==> config.mk <==
export PLATFORM = sky130hd
export DESIGN_NAME = hostreg_port
export DESIGN_NICKNAME = d
export VERILOG_FILES = /design/src/rtl/hrp_pkg.sv /design/src/rtl/hrp_decode.sv /design/src/rtl/hrp_sequencer.sv /design/src/rtl/hrp_store.sv /design/src/rtl/hostreg_port.sv
export SDC_FILE = /design/constraint.sdc
export NUM_CORES = 1
export LEC_CHECK = 0
export BUFFER_PORTS_ARGS = -buffer_cell sky130_fd_sc_hd__buf_2
export CAP_MARGIN = 20
export CORE_ASPECT_RATIO = 0.7
export CORE_MARGIN = 2
export CORE_UTILIZATION = 35
export CTS_BUF_LIST = sky130_fd_sc_hd__clkbuf_8
export DETAILED_ROUTE_END_ITERATION = 6
export PLACE_DENSITY_LB_ADDON = 0.25
export REMOVE_ABC_BUFFERS = 1
export SETUP_SLACK_MARGIN = 0.05
export SLEW_MARGIN = 25
export SYNTH_ARGS = -nofsm -noshare
export SYNTH_HDL_FRONTEND = slang
export SYNTH_SLANG_ARGS = --single-unit
export TNS_END_PERCENT = 30
==> constraint.sdc <==
create_clock -name clk -period 3.5 [get_ports clk]
set_input_delay 0.525 -clock clk [delete_from_list [all_inputs] [get_ports clk]]
set_output_delay 0.525 -clock clk [all_outputs]
set_load 0.01 [all_outputs]
==> src/rtl/hrp_pkg.sv <==
package hrp_pkg;

    parameter int ADDR_W      = 9;
    parameter int DATA_W      = 32;
    parameter int CTRL_REGS   = 4;
    parameter int DATA_REGS   = 8;
    parameter int CTRL_RD_LAT = 1;
    parameter int DATA_RD_LAT = 6;
    parameter int WR_LAT      = 2;

    localparam int OFFS_W  = ADDR_W - 1;
    localparam int MAX_LAT = (DATA_RD_LAT > WR_LAT) ?
                             ((DATA_RD_LAT > CTRL_RD_LAT) ? DATA_RD_LAT : CTRL_RD_LAT) :
                             ((WR_LAT > CTRL_RD_LAT) ? WR_LAT : CTRL_RD_LAT);
    localparam int CNT_W   = (MAX_LAT > 1) ? $clog2(MAX_LAT) : 1;

    typedef enum logic [1:0] {
        RGN_CTRL = 2'd0,
        RGN_DATA = 2'd1,
        RGN_NONE = 2'd2
    } region_e;

    typedef enum logic [1:0] {
        SQ_IDLE  = 2'd0,
        SQ_BUSY  = 2'd1,
        SQ_GUARD = 2'd2
    } seq_state_e;

    typedef struct packed {
        logic              is_write;
        region_e           rgn;
        logic [OFFS_W-1:0] offs;
        logic [DATA_W-1:0] wdata;
    } access_t;

    // Remaining cycles after the sampling edge, minus one, for the counter.
    function automatic logic [CNT_W-1:0] lat_load(input logic is_write, input region_e rgn);
        int lat;
        if (is_write)
            lat = WR_LAT;
        else if (rgn == RGN_DATA)
            lat = DATA_RD_LAT;
        else
            lat = CTRL_RD_LAT;
        return CNT_W'(lat - 1);
    endfunction

endpackage

==> src/rtl/hrp_decode.sv <==
module hrp_decode
    import hrp_pkg::*;
(
    input  logic [ADDR_W-1:0] addr,
    output region_e           rgn,
    output logic [OFFS_W-1:0] offs
);

    localparam logic [OFFS_W-1:0] CTRL_LIM = OFFS_W'(CTRL_REGS);
    localparam logic [OFFS_W-1:0] DATA_LIM = OFFS_W'(DATA_REGS);

    always_comb begin
        offs = addr[OFFS_W-1:0];
        if (addr[ADDR_W-1])
            rgn = (offs < DATA_LIM) ? RGN_DATA : RGN_NONE;
        else
            rgn = (offs < CTRL_LIM) ? RGN_CTRL : RGN_NONE;
    end

endmodule

==> src/rtl/hrp_sequencer.sv <==
module hrp_sequencer
    import hrp_pkg::*;
(
    input  logic              clk,
    input  logic              rst,
    input  logic              rd_stb,
    input  logic              wr_stb,
    input  region_e           rgn_in,
    input  logic [OFFS_W-1:0] offs_in,
    input  logic [DATA_W-1:0] wdata_in,
    output access_t           op_q,
    output logic              hold,
    output logic              complete,
    output logic              wr_done
);

    seq_state_e       state;
    logic [CNT_W-1:0] cnt;
    logic             start;

    assign start    = (state == SQ_IDLE) && (rd_stb || wr_stb);
    assign hold     = (state == SQ_BUSY);
    assign complete = (state == SQ_BUSY) && (cnt == '0);

    always_ff @(posedge clk) begin
        if (rst) begin
            state   <= SQ_IDLE;
            cnt     <= '0;
            op_q    <= '0;
            wr_done <= 1'b0;
        end else begin
            wr_done <= complete && op_q.is_write;
            unique case (state)
                SQ_IDLE: begin
                    if (start) begin
                        op_q.is_write <= wr_stb;
                        op_q.rgn      <= rgn_in;
                        op_q.offs     <= offs_in;
                        op_q.wdata    <= wdata_in;
                        cnt           <= lat_load(wr_stb, rgn_in);
                        state         <= SQ_BUSY;
                    end
                end
                SQ_BUSY: begin
                    if (cnt == '0)
                        state <= SQ_GUARD;
                    else
                        cnt <= cnt - 1'b1;
                end
                SQ_GUARD: state <= SQ_IDLE;
                default:  state <= SQ_IDLE;
            endcase
        end
    end


    hold_rise_chk: assert property (@(posedge clk) disable iff (rst)
        start |=> hold);


    ctrl_read_lat_chk: assert property (@(posedge clk) disable iff (rst)
        (start && !wr_stb && rgn_in != RGN_DATA) |=> complete);


    write_lat_chk: assert property (@(posedge clk) disable iff (rst)
        (start && wr_stb) |=> !complete ##1 complete);


    wr_done_pulse_chk: assert property (@(posedge clk) disable iff (rst)
        wr_done |=> !wr_done);


    guard_cycle_chk: assert property (@(posedge clk) disable iff (rst)
        $fell(hold) |=> !hold);


    write_priority_chk: assert property (@(posedge clk) disable iff (rst)
        (start && rd_stb && wr_stb) |=> op_q.is_write);

endmodule

==> src/rtl/hrp_store.sv <==
module hrp_store
    import hrp_pkg::*;
(
    input  logic              clk,
    input  logic              rst,
    input  logic              we,
    input  access_t           op,
    output logic [DATA_W-1:0] rd_val
);

    localparam int CIDX_W = (CTRL_REGS > 1) ? $clog2(CTRL_REGS) : 1;
    localparam int DIDX_W = (DATA_REGS > 1) ? $clog2(DATA_REGS) : 1;

    logic [DATA_W-1:0] ctrl_q [CTRL_REGS];
    logic [DATA_W-1:0] data_q [DATA_REGS];

    for (genvar gi = 0; gi < CTRL_REGS; gi++) begin : g_ctrl
        always_ff @(posedge clk) begin
            if (rst)
                ctrl_q[gi] <= '0;
            else if (we && op.rgn == RGN_CTRL && op.offs == OFFS_W'(gi))
                ctrl_q[gi] <= op.wdata;
        end
    end

    for (genvar gj = 0; gj < DATA_REGS; gj++) begin : g_data
        always_ff @(posedge clk) begin
            if (rst)
                data_q[gj] <= '0;
            else if (we && op.rgn == RGN_DATA && op.offs == OFFS_W'(gj))
                data_q[gj] <= op.wdata;
        end
    end

    always_comb begin
        unique case (op.rgn)
            RGN_CTRL: rd_val = ctrl_q[op.offs[CIDX_W-1:0]];
            RGN_DATA: rd_val = data_q[op.offs[DIDX_W-1:0]];
            default:  rd_val = '0;
        endcase
    end

endmodule

==> src/rtl/hostreg_port.sv <==
module hostreg_port
    import hrp_pkg::*;
(
    input  logic              clk,
    input  logic              rst,
    input  logic              rd_stb,
    input  logic              wr_stb,
    input  logic [ADDR_W-1:0] addr,
    input  logic [DATA_W-1:0] wdata,
    output logic [DATA_W-1:0] rdata,
    output logic              hold,
    output logic              wr_done
);

    region_e           dec_rgn;
    logic [OFFS_W-1:0] dec_offs;
    access_t           op_q;
    logic              complete;
    logic [DATA_W-1:0] store_val;
    logic              store_we;
    logic              rd_finish;

    hrp_decode u_decode (
        .addr (addr),
        .rgn  (dec_rgn),
        .offs (dec_offs)
    );

    hrp_sequencer u_seq (
        .clk      (clk),
        .rst      (rst),
        .rd_stb   (rd_stb),
        .wr_stb   (wr_stb),
        .rgn_in   (dec_rgn),
        .offs_in  (dec_offs),
        .wdata_in (wdata),
        .op_q     (op_q),
        .hold     (hold),
        .complete (complete),
        .wr_done  (wr_done)
    );

    assign store_we  = complete && op_q.is_write;
    assign rd_finish = complete && !op_q.is_write;

    hrp_store u_store (
        .clk    (clk),
        .rst    (rst),
        .we     (store_we),
        .op     (op_q),
        .rd_val (store_val)
    );

    always_ff @(posedge clk) begin
        if (rst)
            rdata <= '0;
        else if (rd_finish)
            rdata <= store_val;
    end


    rdata_stable_chk: assert property (@(posedge clk) disable iff (rst)
        !rd_finish |=> $stable(rdata));


    unmapped_read_zero_chk: assert property (@(posedge clk) disable iff (rst)
        (rd_finish && op_q.rgn == RGN_NONE) |=> (rdata == '0));

endmodule

==> reports/summary.txt, run 1 <==
Fmax: 0.366 GHz
Crit share post-route: 78.2%
Number of remaining DRC errors: 0
Fin Clk Skew: 0.0292 ns
Largest net degree at the start of global routing: 39
Crit-path cells: inv_1 -> ha_1 -> and4bb_4 -> nand3_1 -> or4_1 -> o21bai_4 -> buf_4
GRT Util Overall: 17.4%
Post-synth top area share: 57.8%
Clock Tree Root: clkbuf_8
Overflow after GRT: 0
Synth unique cells: 46
Fin. Hold Viols: 0
Clock latency on the worst-skew pair: 0.65 ns
CP max FO: 32
Die W: 289 microns
Share of cells above drive strength 1: 22.6%
CP Capture Type: register
Iter 0 DRT Violations: 837
Worst min-delay path class: input pin to register
Placed Instances: 2165
Number of setup violations in the final report: 0
RSZ-0062 raised after global routing: false
DIE HEIGHT: 204 microns
Fin nets: 1539
DRT Pass-1 Iters: 5
Initial antenna violation count: 0
Sequential share of the synthesized area: 66.2%
Status: completed
Mean Syn Cell Area: 14.4 sq um
Placeable Area: 56500 sq um
ANT cells: 0
Final ANT Viol Nets: 0
Dpl ws: 0.784 ns
FF+latch count, synth: 468
Worst Path Arrival: 3.00 ns
Synth area leader: edfxtp_1
Number of global-route vias before repair: 12200
Layout fillers: 5229
CP Class: register to register
Placed Area: 21400 sq um
Fin. max-slew vios: 0
Final GP Congestion: 0.762
I/O pins: 79
Synth-to-Final Area Change: 14.7%
Port bufs: 78
Slowest CP cell: or4_1
WL/cell: 21.8 microns
Syn Std Cell Area: 20000 sq um
Clk pin slew, worst setup/hold paths: 0.07 ns
Rows: 73
CTS max path bufs: 3
Tmin final: 2.74 ns
Fin cells: 2301
Largest delay share family, worst path: simple AND/OR/NAND/NOR gates
Vias: 11600
Critical path depth: 7
Final instance area: 22900 sq um
Top_reg_cell synth: edfxtp_1
Post-CTS Resized: 0
Final WS setup: 0.764 ns
Vias per cell: 5.04
Synth area leaders: edfxtp_1, mux4_2, dfxtp_1, and2_1, nor2_1
Worst setup SP type: register
Max-Cap Viols: 0
Reg2reg path depth: 7
TritonCTS clock tree: yes
Final HPWL DP: 30.0 mm
Yosys warning total: 0
Worst path bufs/invs: 2
Power Density: 535 nW/um^2
CTS Buf Count: 75
Leakage Power: 8.14 nW
Post-synth EDFFs: 384
Hold path depth: 3
Worst-Margin Slew: 1.07 ns
VDD IR max: 0.000278 V
Worst EP required: 3.77 ns
Starting Density: 35.3%
# hold bufs at CTS: 0
Setup repair bufs after CTS: 0
Max-slew headroom: 29.0%
H-Tree Level Count: 3
Clock tree sinks: 468
First-pass GRT wire length: 75.9 mm
Async set-reset flop share out of synthesis: 0%
Final WL: 50.1 mm
Mapped Cells: 1384
Total die area: 59000 sq um
CP peak stage delay: 0.63 ns
synthesized netlist by cell type (2+ instances only):
| cell | instances |
|---|---|
| a21o_1 | 3 |
| a21oi_1 | 44 |
| a221o_1 | 32 |
| and2_1 | 257 |
| and4_1 | 2 |
| buf_1 | 4 |
| buf_2 | 29 |
| buf_6 | 5 |
| clkbuf_1 | 56 |
| dfxtp_1 | 84 |
| edfxtp_1 | 384 |
| ha_1 | 2 |
| inv_1 | 5 |
| mux2i_1 | 32 |
| mux4_2 | 96 |
| nand2_1 | 85 |
| nand2b_1 | 38 |
| nand3_1 | 6 |
| nand4_1 | 3 |
| nor2_1 | 176 |
| nor2b_1 | 5 |
| nor3_1 | 4 |
| nor4_1 | 2 |
| nor4b_1 | 3 |
| o21ai_0 | 2 |
| o21bai_1 | 5 |
through the flow:
step / TNS (ns) / utilization, % / hold slack, ns / power (W)
after floorplan: -55.56 / - / 0.430 / 0.00731
after global placement: 0 / 37.9 / 0.447 / 0.00781
after detailed placement: 0 / 37.9 / 0.456 / 0.00784
after CTS: 0 / 40.5 / 0.0660 / 0.0124
after global routing: 0 / 40.5 / 0.0843 / 0.0128
final: 0 / 40.5 / 0.121 / 0.0122
worst min-delay path, cell delays in order:
cell and delay (ns):
buf_2 0.09, nand2_1 0.04, a21oi_1 0.05
layout by cell type, fill, tap and decap left out, types with 5 or more instances in the layout:
cell type  netlist  final
clkbuf_8         0     85
nand2b_1        38     34
nor2b_1          5      5
inv_1            5     30
mux4_2          96     96
edfxtp_1       384    384
nor2_1         176    170
buf_2           29     77
a221o_1         32     32
and2_1         257    257
nor2_2           0      6
a21oi_1         44     43
clkinv_2         0     12
buf_12           0     11
dfxtp_1         84     81
mux2i_1         32     32
clkinv_1         0     11
buf_4            0     38
nand3_1          6      6
nand2_1         85     85
cell families after synthesis:
group	after synthesis	share of synthesized area [%]
AND/OR/NAND/NOR	592	15.5
flip-flops	468	66.2
buffers and inverters	100	2.31
adder cells (fa/ha/maj)	2	0.125
AO/OA/AOI/OAI	93	3.32
multiplexers	129	12.5
path summary, 6_finish.rpt:
kind                            slack, ns                    end      startpoint
worst max-delay path                 0.76  u_store.data_q[4][15]    u_seq.cnt[0]
worst min-delay path                 0.12         u_seq.op_q[10]       wdata[10]
worst max register to register       0.76  u_store.data_q[4][15]    u_seq.cnt[0]
worst min register to register       0.46         u_seq.op_q[38]  u_seq.op_q[38]
final cells by class:
cell class	count	area, sq um	share of cell area (%)
sequential	468	13200	57.8
multi-input combinational	816	6380	27.9
clock buffer	85	1170	5.11
tap	750	938	4.10
timing repair buffer	126	891	3.89
clock inverter	51	263	1.15
inverter	5	18.8	0.0820
routing by layer:
layer / part of all wire, % / vias up / GRT usage, %
met5: 0 / - / 0
met4: 2.4 / 0 / 4.99
met2: 44 / 303 / 26.3
met3: 4.9 / 98 / 3.32
li1: - / 5279 / -
met1: 48 / 5911 / 25.6
power breakdown:
group | switching, W | internal, W
clock | 0.00219 | 0.00237
combinational | 0.000629 | 0.000520
sequential | 0.000277 | 0.00625
registers in the layout, indices dropped and copies added, names as in the netlist, named ones only:
signal and cells:
rdata 32, u_seq.cnt 3, u_seq.op_q 43, u_seq.state 2, u_seq.wr_done 1, u_store.ctrl_q 128
u_store.data_q 256
Power figures use the tool's default switching activity.
==> inputs of run 2 (changes only) <==
--- a/config.mk
+++ b/config.mk
@@ -5,6 +5,7 @@
 export SDC_FILE = /design/constraint.sdc
 export NUM_CORES = 1
 export LEC_CHECK = 0
+export ABC_AREA = 1
 export BUFFER_PORTS_ARGS = -buffer_cell sky130_fd_sc_hd__buf_2
 export CAP_MARGIN = 20
 export CORE_ASPECT_RATIO = 0.7
==> constraint.sdc (replaced) <==
create_clock -name clk -period 2.3 [get_ports clk]
set_input_delay 0.345 -clock clk [delete_from_list [all_inputs] [get_ports clk]]
set_output_delay 0.345 -clock clk [all_outputs]
set_load 0.01 [all_outputs]
==> reports/summary.txt, run 2 <==
Status: completed (unchanged)
Fin Clk Skew: 0.0380 ns (was 0.0292 ns)
Fin nets: 2331 (was 1539)
Worst EP required: 2.65 ns (was 3.77 ns)
Iter 0 DRT Violations: 1578 (was 837)
WL/cell: 19.7 microns (was 21.8 microns)
Largest net degree at the start of global routing: 113 (was 39)
CP Capture Type: register (unchanged)
Die W: 292 microns (was 289 microns)
Post-CTS Resized: 0 (unchanged)
Fmax: 0.466 GHz (was 0.366 GHz)
Sw Ratio: 30.0% (was 25.3%)
Clk pin slew, worst setup/hold paths: 0.06 ns (was 0.07 ns)
Multi-input logic area: 5880 sq um (was 6380 sq um)
CTS max path bufs: 3 (unchanged)
Leakage Power: 9.52 nW (was 8.14 nW)
Hold WS: 0.0760 ns (was 0.121 ns)
Hold wc startpoint: addr[2] (was wdata[10])
Dpl ws: 0.160 ns (was 0.784 ns)
Synth area leader: edfxtp_1 (unchanged)
Switching pwr: 0.00607 W (was 0.00309 W)
Crit-path cells: inv_1 -> ha_1 -> nand4_1 -> nor2_2 -> nand2_1 -> nand2_2 -> buf_12 (was inv_1 -> ha_1 -> and4bb_4 -> nand3_1 -> or4_1 -> o21bai_4 -> buf_4)
DRT Pass-1 Iters: 6 (was 5)
Regs by FF count: u_store.data_q (256), u_store.ctrl_q (128), u_seq.op_q (43) (unchanged)
Share of cells above drive strength 1: 12.1% (was 22.6%)
Worst min-delay path class: input pin to register (unchanged)
Comb pwr share: 16.7% (was 9.4%)
CP max FO: 21 (was 32)
Mapped Cells: 2177 (was 1384)
Final Core Density: 41.8% (was 40.5%)
Post-synth top area share: 56.7% (was 57.8%)
RR Startpoint: u_seq.cnt[0] (unchanged)
Max-Cap Viols: 0 (unchanged)
Most common cell after layout, fill and taps aside: nor2_1 (was edfxtp_1)
First-pass GRT wire length: 93.6 mm (was 75.9 mm)
CP Class: register to register (unchanged)
ANT cells: 0 (unchanged)
Power Density: 848 nW/um^2 (was 535 nW/um^2)
Max-slew headroom: 54.2% (was 29.0%)
Port bufs: 78 (unchanged)
Slowest CP cell: nor2_2 (was or4_1)
Final ANT Viol Nets: 0 (unchanged)
Overflow after GRT: 0 (unchanged)
Part of the power in registers: 48.3% (was 53.4%)
Rows: 73 (unchanged)
Worst path bufs/invs: 2 (unchanged)
Reg with most FFs: u_store.data_q (unchanged)
Syn Std Cell Area: 20300 sq um (was 20000 sq um)
Setup TNS: 0 ns (unchanged)
Synth unique cells: 21 (was 46)
Reg2reg path depth: 7 (unchanged)
Top_reg_cell synth: edfxtp_1 (unchanged)
Vias per cell: 5.09 (was 5.04)
Yosys warning total: 0 (unchanged)
H-Tree Level Count: 3 (unchanged)
Final WS setup: 0.154 ns (was 0.764 ns)
Clock Power Share: 35.0% (was 37.2%)
Sequential share of the synthesized area: 64.9% (was 66.2%)
Storage element area: 13200 sq um (about the same)
Mean Syn Cell Area: 9.35 sq um (was 14.4 sq um)
Synth-to-Final Area Change: 17.3% (was 14.7%)
Initial antenna violation count: 0 (unchanged)
Critical path depth: 7 (unchanged)
Worst-Margin Slew: 0.687 ns (was 1.07 ns)
Fin. Hold Viols: 0 (unchanged)
GRT Util Overall: 20.7% (was 17.4%)
Final WL: 61.0 mm (was 50.1 mm)
Post-synth EDFFs: 384 (unchanged)
Async set-reset flop share out of synthesis: 0% (unchanged)
Largest delay share family, worst path: simple AND/OR/NAND/NOR gates (unchanged)
Total die area: 60100 sq um (was 59000 sq um)
Fin. max-slew vios: 0 (unchanged)
Final HPWL DP: 36.8 mm (was 30.0 mm)
CP peak stage delay: 0.45 ns (was 0.63 ns)
Number of setup violations in the final report: 0 (unchanged)
Most frequent cell after synthesis: nor2_1 (was edfxtp_1)
Tmin final: 2.15 ns (was 2.74 ns)
Commonest non-fill, non-tap cells in the layout: nor2_1, edfxtp_1, nand2_1 (was edfxtp_1, and2_1, nor2_1)
CP startpoint: u_seq.cnt[0] (unchanged)
Worst setup SP type: register (unchanged)
Layout fillers: 5590 (was 5229)
Starting Density: 35.6% (was 35.3%)
RSZ-0062 raised after global routing: true (was false)
Worst Path Arrival: 2.50 ns (was 3.00 ns)
Most frequent cells after synthesis: nor2_1, edfxtp_1, nand2_1 (was edfxtp_1, and2_1, nor2_1)
FF+latch count, synth: 468 (unchanged)
VDD IR max: 0.000528 V (was 0.000278 V)
Number of global-route vias before repair: 15400 (was 12200)
CTS Buf Count: 75 (unchanged)
Clock tree sinks: 468 (unchanged)
Synth area leaders: edfxtp_1, nor2_1, dfxtp_1, nand2_1, nand3_1 (was edfxtp_1, mux4_2, dfxtp_1, and2_1, nor2_1)
Placeable Area: 57100 sq um (was 56500 sq um)
TritonCTS clock tree: yes (unchanged)
Final GP Congestion: 0.808 (was 0.762)
Vias: 15700 (was 11600)
Max reg flops: 256 (unchanged)
Hold path depth: 3 (unchanged)
DIE HEIGHT: 206 microns (was 204 microns)
Clock Tree Root: clkbuf_8 (unchanged)
Clock latency on the worst-skew pair: 0.68 ns (was 0.65 ns)
Pint: 0.0142 W (was 0.00914 W)
Number of remaining DRC errors: 0 (unchanged)
Crit share post-route: 93.3% (was 78.2%)
I/O pins: 79 (unchanged)
run 2: changes by cell type after synthesis, sizes merged, moves of 23 or more:
cell,previous run,this run
o211ai,0,23
nor2,176,561
a221o,32,0
a21oi,44,78
nand2b,38,0
mux4,96,0
mux2i,32,0
nand2,85,320
inv,5,179
and2,257,0
o21ai,3,162
nand3,6,200
clkbuf,56,143
run 2: power by group through the flow:
stage	Combinational, W	Clock [W]	Sequential (W)
after global placement	0.00329	0	0.00994
after global routing	0.00374	0.00762	0.00982
after CTS	0.00339	0.00724	0.00977
after floorplan	0.00171	0	0.0101
final	0.00338	0.00709	0.00977
after detailed placement	0.00332	0	0.00995
run 2: worst register-to-register path: stages (launching register included):
cell	delay, ns
dfxtp_1	0.31
inv_1	0.09
ha_1	0.21
nand4_1	0.26
nor2_2	0.45
nand2_1	0.13
nand2_2	0.11
buf_12	0.23
run 2: per-layer routing:
| metal | vias to the layer above | part of all wire, % | track usage (%) | wire [microns] |
|---|---|---|---|---|
| met1 | 7646 | 46 | 29.7 | 28300 |
| met2 | 615 | 43 | 31.4 | 26300 |
| li1 | 7380 | - | - | - |
| met3 | 97 | 8.2 | 4.60 | 5000 |
| met4 | 0 | 2.2 | 5.80 | 1360 |
| met5 | - | 0 | 0 | 0 |
run 2: path summary, 6_finish.rpt:
path,to,slack (ns)
worst max-delay path,u_store.data_q[3][22],0.15
worst min-delay path,u_seq.op_q[34],0.08
worst max register to register,u_store.data_q[3][22],0.15
worst min register to register,u_seq.op_q[36],0.46
run 2: what timing repair did:
item,CTS,global route
setup buffers,0,0
endpoints found under the hold margin,41,0
hold buffers,41,0
endpoints found under the setup margin,0,195
run 2: per-stage QoR:
stage                     area, sq um  total power [W]  instances
final                           23900           0.0202       3092
after CTS                       23900           0.0204       3092
after global placement          22000           0.0132       2916
after global routing            23900           0.0212       3092
after floorplan                 19700           0.0118       2011
after detailed placement        22000           0.0133       2916
run 2: area by class of cell:
type,count,share of cell area [%]
flip-flops and latches,468,55.4
multi-input cells,1362,24.6
repair buffers,196,7.14
clock buffers,85,4.90
well taps,750,3.93
inverters,181,2.87
clock inverters,50,1.18
run 2: cells by family after synthesis:
| logic type | synth area share, % |
|---|---|
| buffers and inverters | 6.47 |
| AO/OA/AOI/OAI | 6.79 |
| AND/OR/NAND/NOR | 21.7 |
| adder cells (fa/ha/maj) | 0.123 |
| flip-flops | 64.9 |
